===== config.mk =====
export PLATFORM = sky130hd
export DESIGN_NAME = lp_turnaround_ctrl
export DESIGN_NICKNAME = d
export VERILOG_FILES = /design/src/rtl/lp_turnaround_ctrl.sv
export SDC_FILE = /design/constraint.sdc
export NUM_CORES = 1
export LEC_CHECK = 0
export CAP_MARGIN = 15
export CORE_ASPECT_RATIO = 1.4
export CORE_MARGIN = 10
export CORE_UTILIZATION = 55
export CTS_CLUSTER_SIZE = 25
export DETAILED_ROUTE_END_ITERATION = 8
export PLACE_DENSITY = 0.8
export SYNTH_ARGS = -nofsm -noshare
export SYNTH_HDL_FRONTEND = slang
export SYNTH_SLANG_ARGS = --single-unit

===== constraint.sdc =====
create_clock -name clk -period 8.06 [get_ports clk]
set_input_delay 2.015 -clock clk [delete_from_list [all_inputs] [get_ports clk]]
set_output_delay 2.015 -clock clk [all_outputs]
set_load 0.05 [all_outputs]

===== src/rtl/lp_turnaround_ctrl.sv =====
module lp_turnaround_ctrl #(
  parameter int CNT_W          = 12,
  parameter bit OWNER_AT_RESET = 1'b1
) (
  input  logic             clk,
  input  logic             rst_n,
  input  logic [CNT_W-1:0] lpx_cycles,
  input  logic [CNT_W-1:0] sure_ext,
  input  logic             ta_req,
  input  logic [1:0]       line_in,
  output logic [1:0]       line_out,
  output logic             drive_en,
  output logic             owner,
  output logic             done,
  output logic             err
);
  localparam int LW = CNT_W + 3;
  localparam logic [1:0] LS_STOP = 2'b11, LS_REQ = 2'b10, LS_BRG = 2'b00;

  typedef enum logic [3:0] {
    S_IDLE, S_GIVE_RQ, S_GIVE_BR, S_GIVE_RQ2, S_GIVE_GO,
    S_TAKE_RQ, S_TAKE_BR, S_TAKE_RQ2, S_TAKE_WAIT, S_TAKE_GET, S_TAKE_ANN,
    S_FAULT
  } st_t;

  st_t st, st_nx;
  logic [LW-1:0] cnt, cnt_ld;
  logic          ld, flip, own_r, done_r;

  wire [CNT_W-1:0] unit   = (lpx_cycles == '0) ? CNT_W'(1) : lpx_cycles;
  wire [CNT_W-1:0] extra  = (sure_ext > unit) ? unit : sure_ext;
  wire [LW-1:0]    unit_w = LW'(unit);
  wire [LW-1:0]    len1   = unit_w - LW'(1);
  wire [LW-1:0]    len4   = (unit_w << 2) - LW'(1);
  wire [LW-1:0]    len5   = (unit_w << 2) + unit_w - LW'(1);
  wire [LW-1:0]    lenw   = unit_w + LW'(extra) - LW'(1);
  wire             tick   = (cnt == '0);

  always_comb begin
    unique case (st)
      S_IDLE:                  drive_en = own_r;
      S_GIVE_RQ, S_GIVE_BR,
      S_GIVE_RQ2, S_GIVE_GO,
      S_TAKE_GET, S_TAKE_ANN:  drive_en = 1'b1;
      default:                 drive_en = 1'b0;
    endcase
    unique case (st)
      S_GIVE_RQ, S_GIVE_RQ2, S_TAKE_ANN: line_out = LS_REQ;
      S_GIVE_BR, S_GIVE_GO, S_TAKE_GET:  line_out = LS_BRG;
      default:                           line_out = LS_STOP;
    endcase
  end

  wire clash = drive_en && (line_in != line_out);

  always_comb begin
    st_nx  = st;
    ld     = 1'b0;
    cnt_ld = len1;
    flip   = 1'b0;
    if (clash) begin
      st_nx = S_FAULT;
      ld    = 1'b1;
    end else begin
      unique case (st)
        S_IDLE: begin
          if (own_r) begin
            if (ta_req) begin st_nx = S_GIVE_RQ; ld = 1'b1; end
          end else if (line_in == LS_REQ) begin
            st_nx = S_TAKE_RQ;
          end
        end
        S_GIVE_RQ:  if (tick) begin st_nx = S_GIVE_BR;  ld = 1'b1; end
        S_GIVE_BR:  if (tick) begin st_nx = S_GIVE_RQ2; ld = 1'b1; end
        S_GIVE_RQ2: if (tick) begin st_nx = S_GIVE_GO;  ld = 1'b1; cnt_ld = len4; end
        S_GIVE_GO:  if (tick) begin st_nx = S_IDLE; flip = 1'b1; end
        S_TAKE_RQ: begin
          unique case (line_in)
            LS_REQ:  st_nx = S_TAKE_RQ;
            LS_BRG:  st_nx = S_TAKE_BR;
            LS_STOP: st_nx = S_IDLE;
            default: begin st_nx = S_FAULT; ld = 1'b1; end
          endcase
        end
        S_TAKE_BR: begin
          if (line_in == LS_REQ) st_nx = S_TAKE_RQ2;
          else if (line_in != LS_BRG) begin st_nx = S_FAULT; ld = 1'b1; end
        end
        S_TAKE_RQ2: begin
          if (line_in == LS_BRG) begin st_nx = S_TAKE_WAIT; ld = 1'b1; cnt_ld = lenw; end
          else if (line_in != LS_REQ) begin st_nx = S_FAULT; ld = 1'b1; end
        end
        S_TAKE_WAIT: begin
          if (line_in != LS_BRG) begin st_nx = S_FAULT; ld = 1'b1; end
          else if (tick) begin st_nx = S_TAKE_GET; ld = 1'b1; cnt_ld = len5; end
        end
        S_TAKE_GET: if (tick) begin st_nx = S_TAKE_ANN; ld = 1'b1; end
        S_TAKE_ANN: if (tick) begin st_nx = S_IDLE; flip = 1'b1; end
        S_FAULT: begin
          if (line_in != LS_STOP) ld = 1'b1;
          else if (tick) st_nx = S_IDLE;
        end
        default: begin st_nx = S_FAULT; ld = 1'b1; end
      endcase
    end
  end

  always_ff @(posedge clk) begin
    if (!rst_n) begin
      st     <= S_IDLE;
      cnt    <= '0;
      own_r  <= OWNER_AT_RESET;
      done_r <= 1'b0;
    end else begin
      st     <= st_nx;
      cnt    <= ld ? cnt_ld : (tick ? cnt : cnt - LW'(1));
      own_r  <= own_r ^ flip;
      done_r <= flip;
    end
  end

  assign owner = own_r;
  assign done  = done_r;
  assign err   = (st == S_FAULT);
endmodule


== After elaboration in Yosys (flattened, before gate mapping) ==
Cells that the tools add are included.
Widths: inputs -> output; s select.

* Register bits after elaboration: 21
* Input bits: 29
* Output and inout port bits: 6
* Logic and storage cells: 111

* Add/sub/neg operators: 7
* Order comparisons: 1
* Equal/unequal tests: 37
* Multiplexer cells: 44
* Bitwise operators: 2
* Reductions and logical operators: 15

{| class="wikitable"
|+ Operators by type and width
! cell !! count
|-
| $mux 15 || 7
|-
| $mux 4 || 16
|-
| $pmux 15 s3 || 1
|-
| $pmux 4 s11 || 1
|-
| $ne 3x3->1 const B || 10
|-
| $sub 15x1->15 const B || 2
|-
| $mux 12 || 2
|-
| $ne 4x4->1 const B || 5
|-
| $reduce_and 10->1 || 2
|-
| $eq 4x3->1 const B || 4
|-
| $eq 4x4->1 const B || 4
|-
| $ne 2x2->1 const B || 8
|-
| $add 14x12->15 || 1
|-
| $logic_not 15->1 || 1
|-
| $sub 14x1->15 const B || 1
|-
| $sub 13x1->14 const B || 1
|-
| $add 12x12->13 || 1
|-
| $mux 1 || 13
|-
| $sub 12x1->13 const B || 1
|-
| $gt 12x12->1 || 1
|-
| $logic_not 12->1 || 1
|-
| $pmux 4 s3 || 1
|-
| $reduce_or 3->1 || 3
|-
| $eq 4x2->1 const B || 2
|-
| 15 further kinds || 17
|}

== Longest topological paths before layout ==
Gate-level depths: netlist of run 1.

* Word-level depth: 10
* Mapped depth: 25
* Mapped depth without buffers: 24

== Least setup slack after synthesis of run 1 ==
Ideal clock, no wire load.

* Path kind: input to register
* Start point: input lpx_cycles[10]
* End point: register cnt[8]
* Arrival time: 6.558 ns
* Slack: 1.380 ns
* Stages: 22
* Path through: inv_1 -> ha_1 -> and2_1 -> a31oi_1 -> inv_1 -> ha_1 -> nand4_1 -> or2_2 -> o221ai_1 -> o21a_1 -> buf_2 -> mux2i_1 -> ha_1 -> inv_1 -> ha_1 -> and3_1 -> a2111oi_1 -> o21bai_1 -> a21oi_1 -> mux2i_1 -> a21oi_1 -> o311a_1

* Cells in the longest elaborated chain, start to end: 10
* Elaborated cells on any way between the ends: 17
* Classes of those cells: 6 x add/sub; 1 x order compare; 9 x mux; 1 x reduce/logical

{| class="wikitable"
|+ Ends and longest elaborated chain
! what !! line !! text
|-
| start: declaration || 7 || <nowiki>input logic [CNT_W-1:0] lpx_cycles,</nowiki>
|-
| $logic_not 12->1 || 30 || <nowiki>wire [CNT_W-1:0] unit = (lpx_cycles == '0) ? CNT_W'(1) : lpx_cycles;</nowiki>
|-
| $mux 12 (*) || 30 ||
|-
| $gt 12x12->1 || 31 || <nowiki>wire [CNT_W-1:0] extra = (sure_ext > unit) ? unit : sure_ext;</nowiki>
|-
| $mux 12 || 31 ||
|-
| $add 12x12->13 || 36 || <nowiki>wire [LW-1:0] lenw = unit_w + LW'(extra) - LW'(1);</nowiki>
|-
| $sub 13x1->14 || 36 ||
|-
| $mux 15 || 90 || <nowiki>if (line_in == LS_BRG) begin st_nx = S_TAKE_WAIT; ld = 1'b1; cnt_ld = lenw; end</nowiki>
|-
| $pmux 15 s3 || 65 || <nowiki>unique case (st)</nowiki>
|-
| $mux 15 (*) || 61 || <nowiki>if (clash) begin</nowiki>
|-
| $mux 15 (*) || 116 || <nowiki>cnt <= ld ? cnt_ld : (tick ? cnt : cnt - LW'(1));</nowiki>
|-
| end signal: assignment || 116 ||
|-
| end: declaration || 27 || <nowiki>logic [LW-1:0] cnt, cnt_ld;</nowiki>
|}

Mark *: on every way between the ends. The rest lies on a longest branch, timed or not.
A chain may end at the register's enable or synchronous reset.

== Worst setup path in the final report of run 1 ==
* Start point: input lpx_cycles[10]
* End point: register cnt[13]

Same word-level chain as after synthesis.

==> impl_metrics.yaml, run 1 <==
synth:
  synth-compound-area-share: 0.281
  syn_area_sq_um: 4760
  synth-simple-area-share: 0.238
  synth-adder-area-share: 0.185
  yosysSeqAreaShare: 0.0883
  synthMuxAreaShare: 0.0450
  synth_fp_nets: 750
  ys_seq_elements: 21
  synth_edf_count: 0
  synth_cell_types: 86
  synth-xor-area-share: 0.0534
  synth_top_flop_cell: "dfxtp_1"
  yosysWarningCount: 0
  avgSynthCellArea_sq_um: 7.30
  syn_inst: 652
  async_flop_share: 0
  synth_top_family_by_area: "compound AO/OA/AOI/OAI gates"
die:
  row_count: 40
  ios: 35
  die_area_sq_um: 12800
  die_y_microns: 130
  core_sq_um: 8510
  start_util: 0.559
  die_x_microns: 98.6
timing:
  fmax_mhz: 133
  setup_viol: 0
  rsz0062_at_grt: "false"
  post-route-period-util: 0.930
  fin_tns_setup_ps: 0
  worstMarginPinSlew_ps: 906
  slew_headroom: 0.391
  fin_worst_hold_slack_ps: 618
  maxSlewViolCount: 0
  skew_ps: 5.21
  hold_violations: 0
  period_needed_ps: 7490
clock_tree:
  post_cts_buffers: 0
  cts-resized-gates: 0
  clockBufferDepth: 2
  insertion_delay_ps: 260
  ctsHoldBuffers: 0
  htreeDepth: 1
  clock_sinks: 21
  clk_pin_slew_ps: 60
  cts_buffers: 3
  root_buffer: "clkbuf_16"
  cts_tree: "yes"
detailed_routing:
  totalWireLength_microns: 14100
  wl_met2_microns: 6840
  met3WireLength_microns: 768
  firstDrtPassIters: 6
  drc: 0
  via_per_inst: 6.49
  dr.first_iter.drc_count: 540
  drt-met1-wl_microns: 5590
  routedWlPerCell_microns: 18.3
  route.vias.total: 5004
  ant_nets: 0
  topRoutingLayerUsed: "met4"
power:
  ir_worst_vdd_mv: 0.245
  switching_share: 0.541
  pwr-share-comb: 0.751
  powerDensity_nw_per_um2: 241
  p_switching_uw: 670
  power_frac_seq: 0.160
  clkPwrFrac: 0.089
  p_int_uw: 569
  p_leak_uw: 0.00223
place:
  place_hpwl_microns: 11300
  place_congestion: 0.988
  portBuffers: 34
worst_setup_path:
  cp_top_family: "compound AO/OA/AOI/OAI gates"
  crit_chain: "clkdlybuf4s50_1 -> inv_1 -> ha_1 -> and2_1 -> a31oi_1 -> inv_1 -> ha_1 -> nand4_1 -> or2_2 -> o221ai_1 -> o21a_2 -> mux2i_1 -> ha_1 -> inv_1 -> ha_1 -> inv_1 -> fa_1 -> nand2b_1 -> a21oi_1 -> o21bai_1 -> o2bb2ai_1 -> a41o_1 -> nor4_2 -> a211oi_1"
  critPathSlowestCell: "clkdlybuf4s50_1"
  critPathLaunchType: "input port"
  timing.rr.start: "st[1]$_SDFFE_PN0P_"
  crit_arrival_ps: 7630
  cp.required_ps: 8200
  endpoint_kind: "flop"
  path_class: "input port to flop"
  slowest_delay_ps: 540
  cp_max_fo: 8
  crit_start: "lpx_cycles[10]"
  path_buf_inv: 5
global_routing:
  grt_first_pass_wirelength_microns: 23100
  antenna_found_initial: 0
  grt_pass1_vias: 4883
  grt_max_degree: 32
  grt_usage: 0.210
  grt_overflow: 0
final_layout:
  syn_to_final_growth_pct: 8.04
  drive_above_1_share: 0.0736
  fin_nets: 765
  antennaDiodeCount: 0
  final_util: 0.604
status:
  status: "complete, no violations"
flow_run:
  maxCapViolCount: 0
hold_path:
  min-delay-start: "cnt[13]$_SDFFE_PN0P_"
  hp-class: "flop to flop"
tightest hold or removal path, delay by kind of cell, from the launching register on:
kind / cells / cell delay, ps
AO/OA/AOI/OAI: 1 / 90
flip-flops: 1 / 340
multiplexers: 1 / 140
cells in the mapped netlist, types with 6 or more instances:
cell	n	area share
o211ai_1	8	0.013
nor2_1	57	0.045
nand2b_1	10	0.013
buf_6	9	0.021
a21oi_1	54	0.057
nand4_1	7	0.0092
nor4_1	6	0.0079
a211oi_1	10	0.016
a31oi_1	9	0.012
a21o_1	11	0.017
nor3_1	21	0.022
inv_1	77	0.061
o21ai_0	34	0.036
xor2_1	8	0.015
buf_2	10	0.011
xnor2_1	21	0.039
clkbuf_1	7	0.0055
nand3_1	16	0.017
and3_1	7	0.0092
mux2i_1	20	0.042
o22ai_1	8	0.011
dfxtp_1	21	0.088
ha_1	67	0.18
nand2_1	37	0.029
final cells by class:
type | count | area, sq um
Multi-Input combinational cell | 522 | 3820
Fill cell | 809 | 3370
Sequential cell | 21 | 420
Timing Repair Buffer | 42 | 400
Inverter | 77 | 289
Tap cell | 105 | 131
Clock buffer | 3 | 75.1
Clock inverter | 1 | 5.00
layout by cell type (no fill, tap or decap), types with 3 or more instances in the layout:
| cell type | n |
|---|---|
| o21bai_1 | 4 |
| nor3_1 | 21 |
| nor2_1 | 57 |
| a31oi_1 | 9 |
| a211oi_1 | 10 |
| and2_1 | 3 |
| nor3b_2 | 3 |
| mux2i_1 | 20 |
| o2bb2ai_1 | 3 |
| or4_1 | 3 |
| xor2_1 | 8 |
| and3_1 | 7 |
| nor3_2 | 3 |
| dfxtp_1 | 21 |
| nor2b_1 | 5 |
| a21o_1 | 11 |
| o21a_1 | 4 |
| clkdlybuf4s50_1 | 34 |
| o31ai_1 | 5 |
| o21ai_0 | 34 |
| buf_4 | 8 |
| ha_1 | 67 |
| a21oi_1 | 54 |
| xnor2_1 | 21 |
| o221ai_1 | 4 |
| a221oi_2 | 3 |
| nand4_1 | 7 |
| a22oi_1 | 3 |
| nor4_1 | 6 |
| nand3_1 | 16 |
| clkbuf_16 | 3 |
| inv_1 | 77 |
| nand2_1 | 37 |
| o21ai_1 | 4 |
| or2_2 | 5 |
| o311a_1 | 3 |
| a41oi_1 | 3 |
| o22ai_1 | 8 |
| nand2b_1 | 10 |
| o211ai_1 | 8 |
stage by stage:
stage	std cells	setup slack (ps)	instance area, sq um	total power (uW)
after floorplan	652	1380	4760	936
after CTS	771	433	5140	1220
after global routing	771	119	5140	1340
after detailed placement	767	194	5060	1110
final	771	565	5140	1240
after global placement	767	532	5060	1090
worst paths after layout:
path / slack [ps] / end / depth (start not counted)
hold reg to reg: 620 / cnt[13]$_SDFFE_PN0P_ / 2
setup reg to reg: 4700 / cnt[1]$_SDFFE_PN0P_ / 7
hold / removal: 620 / cnt[13]$_SDFFE_PN0P_ / 2
setup / recovery: 570 / cnt[13]$_SDFFE_PN0P_ / 24
metal layers:
layer  track usage  vias to the layer above
met3        0.0291                       62
li1              -                     2404
met4         0.146                        0
met2         0.374                      230
met5             0                        -
met1         0.225                     2308
cell families after synthesis:
logic type                 after synthesis
and+or+nand+nor                        205
DFF                                     21
adders and majority gates               69
AOI/OAI and AO/OA                      198
buffers and inverters                  109
xor gates and xnor gates                29
muxes                                   21
registers in the layout, summed over array words and instances (netlist names):
name	cells
cnt	15
owner	1
st	4
done	1
power by group through the flow:
stage	clock [uW]	combinational, uW	sequential [uW]
detailed placement	0	911	198
CTS	107	915	197
finish	110	931	198
global placement	0	892	197
global route	112	1020	204
floorplan	0	754	182
(Power assumes the default switching activity.)
==> run 2, diff against run 1 <==
--- a/config.mk
+++ b/config.mk
@@ -6,12 +6,15 @@
 export NUM_CORES = 1
 export LEC_CHECK = 0
 export CAP_MARGIN = 15
+export CELL_PAD_IN_SITES_DETAIL_PLACEMENT = 1
+export CELL_PAD_IN_SITES_GLOBAL_PLACEMENT = 2
 export CORE_ASPECT_RATIO = 1.4
 export CORE_MARGIN = 10
-export CORE_UTILIZATION = 55
+export CORE_UTILIZATION = 35
 export CTS_CLUSTER_SIZE = 25
 export DETAILED_ROUTE_END_ITERATION = 8
-export PLACE_DENSITY = 0.8
+export PLACE_DENSITY = 0.86
+export SLEW_MARGIN = 20
 export SYNTH_ARGS = -nofsm -noshare
 export SYNTH_HDL_FRONTEND = slang
 export SYNTH_SLANG_ARGS = --single-unit
==> run 2 against run 1 <==
  * Worst setup slack got worse by 90 ps
  * Combinational power rose by 2.7%
  * First-iteration DRC count fell by 50%
  * Wire length rose by 22%
  * Global-route usage fell by 3.2 points
  * Clock power barely moved
  * Total power rose by 2.4%
  * Clock skew fell by 0.66 ps
  * Worst hold slack got worse by 18 ps
  * Die area rose by 46%
  * Via count barely moved
  * Largest cell class unchanged
==> impl_metrics.yaml, run 2 (synthesis gave the netlist of run 1 again) <==
status:
  status: "complete, no violations"
power:
  p_switching_uw: 699
  switching_share: 0.551
  p_int_uw: 570
  ir_worst_vdd_mv: 0.140
  clkPwrFrac: 0.086
  pwr-share-comb: 0.754
  powerDensity_nw_per_um2: 241
  power_frac_seq: 0.161
  p_leak_uw: 0.00225
detailed_routing:
  dr.first_iter.drc_count: 271
  ant_nets: 0
  route.vias.total: 5001
  drc: 0
  via_per_inst: 5.86
  routedWlPerCell_microns: 20.2
  totalWireLength_microns: 17200
  firstDrtPassIters: 4
global_routing:
  antenna_found_initial: 0
  grt_busiest_layer: "met2"
  grt_usage: 0.179
  met3_usage: 0.0189
  grt_overflow: 0
  grt_use_met1: 0.187
  met2_usage: 0.336
  grt_first_pass_wirelength_microns: 27500
  grt_pass1_vias: 5205
  grt_max_degree: 32
worst_setup_path:
  ff2ff_setup_slack_ps: 4530
  crit_arrival_ps: 7730
  timing.rr.start: "st[1]$_SDFFE_PN0P_"
  path_class: "input port to flop"
  worst_r2r_endpoint: "cnt[1]$_SDFFE_PN0P_"
  cp-endpoint: "cnt[8]$_SDFFE_PN0P_"
  crit_start: "lpx_cycles[10]"
  cp.required_ps: 8210
  rr_worst_depth: 7
  critPathLaunchType: "input port"
  endpoint_kind: "flop"
  cp_max_fo: 8
final_layout:
  final_cell_mix: "77 x inv_1, 67 x ha_1, 57 x nor2_1"
  antennaDiodeCount: 0
  n_fill_cell: 1732
  top_regs: "cnt (15), st (4)"
  final_util: 0.396
  drive_above_1_share: 0.0790
  top_register: "cnt"
  fin_nets: 770
  final_common_cell: "inv_1"
  syn_to_final_growth_pct: 10.8
  largest_register_ffs: 15
die:
  core_sq_um: 13300
  start_util: 0.357
  die_x_microns: 119
  row_count: 50
  die_y_microns: 158
  ios: 35
  die_area_sq_um: 18700
clock_tree:
  post_cts_buffers: 0
  htreeDepth: 1
  insertion_delay_ps: 260
  clock_sinks: 21
  cts_buffers: 3
  clockBufferDepth: 2
  ctsHoldBuffers: 0
  cts_tree: "yes"
  clk_pin_slew_ps: 60
  root_buffer: "clkbuf_16"
timing:
  slew_headroom: 0.377
  period_needed_ps: 7580
  fin_tns_setup_ps: 0
  post-route-period-util: 0.941
  rsz0062_at_grt: "false"
  worstMarginPinSlew_ps: 933
  maxSlewViolCount: 0
  fmax_mhz: 132
  skew_ps: 4.55
  setup_viol: 0
  hold_violations: 0
place:
  place_congestion: 0.968
  place_hpwl_microns: 14100
  portBuffers: 34
hold_path:
  hp-class: "flop to flop"
flow_run:
  maxCapViolCount: 0
run 2: cell types whose count changed in the layout (fill, tap and decap cells not counted):
cell,delta
buf_4,+5
a2111oi_1,+1
a2111oi_2,-1
run 2: stage by stage:
| stage | power, uW | area, sq um | setup WS, ps | instances | hold slack, ps |
|---|---|---|---|---|---|
| 6_report | 1270 | 5270 | 475 | 853 | 600 |
| 5_1_grt | 1380 | 5270 | 15.6 | 853 | 677 |
| 4_1_cts | 1270 | 5270 | 416 | 853 | 601 |
| 3_5_place_dp | 1150 | 5190 | 154 | 849 | 583 |
| 3_3_place_gp | 1130 | 5190 | 404 | 849 | 600 |
| 2_1_floorplan | 936 | 4760 | 1380 | 652 | 550 |
run 2: cell type report:
class,instances,area (sq um),area share
clock inverter,1,5.00,0.000949
sequential,21,420,0.0798
timing repair buffer,47,438,0.0831
clock buffer,3,75.1,0.0142
tap,182,228,0.0432
multi-input combinational,522,3820,0.724
inverter,77,289,0.0548
run 2: repair_timing:
| action | CTS | global route |
|---|---|---|
| endpoints found under the hold margin | 0 | 0 |
| setup endpoints to repair | 0 | 2 |
| gates resized for setup | 0 | 1 |
run 2: worst min path at each step:
| stage | from | to | slack [ps] | cells after the start |
|---|---|---|---|---|
| floorplan | cnt[13]$_SDFFE_PN0P_ | cnt[13]$_SDFFE_PN0P_ | 550 | 2 |
| global placement | cnt[13]$_SDFFE_PN0P_ | cnt[13]$_SDFFE_PN0P_ | 600 | 2 |
| detailed placement | cnt[13]$_SDFFE_PN0P_ | cnt[13]$_SDFFE_PN0P_ | 580 | 2 |
| CTS | cnt[13]$_SDFFE_PN0P_ | cnt[13]$_SDFFE_PN0P_ | 600 | 2 |
| global route | owner$_SDFF_PN1_ | owner$_SDFF_PN1_ | 680 | 2 |
| finish | cnt[13]$_SDFFE_PN0P_ | cnt[13]$_SDFFE_PN0P_ | 600 | 2 |
run 2: per-layer routing:
metal  up-vias  share of wire  wire length [microns]
met5         -              0                      0
met4         0          0.066                   1140
met3        58          0.031                    525
met2       124           0.51                   8840
met1      2413           0.39                   6700
li1       2406              -                      -
run 2: power by group through the flow:
stage,Combinational [uW],Sequential [uW],Clock [uW]
6_report,956,204,109
5_1_grt,1060,210,116
4_1_cts,956,204,111
3_5_place_dp,948,206,0
3_3_place_gp,928,202,0
2_1_floorplan,754,182,0
run 2: worst max-delay path, stage by stage:
cell and delay, ps:
clkdlybuf4s50_1 550, inv_1 130, ha_1 310, and2_1 200, a31oi_1 310, inv_1 200, ha_1 340, nand4_1 100
or2_2 330, o221ai_1 230, o21a_2 340, mux2i_1 260, ha_1 260, inv_1 60, ha_1 270, and3_1 190
a2111oi_1 560, o21bai_1 210, a21oi_1 210, mux2i_1 210, a21oi_1 80, o311a_1 360
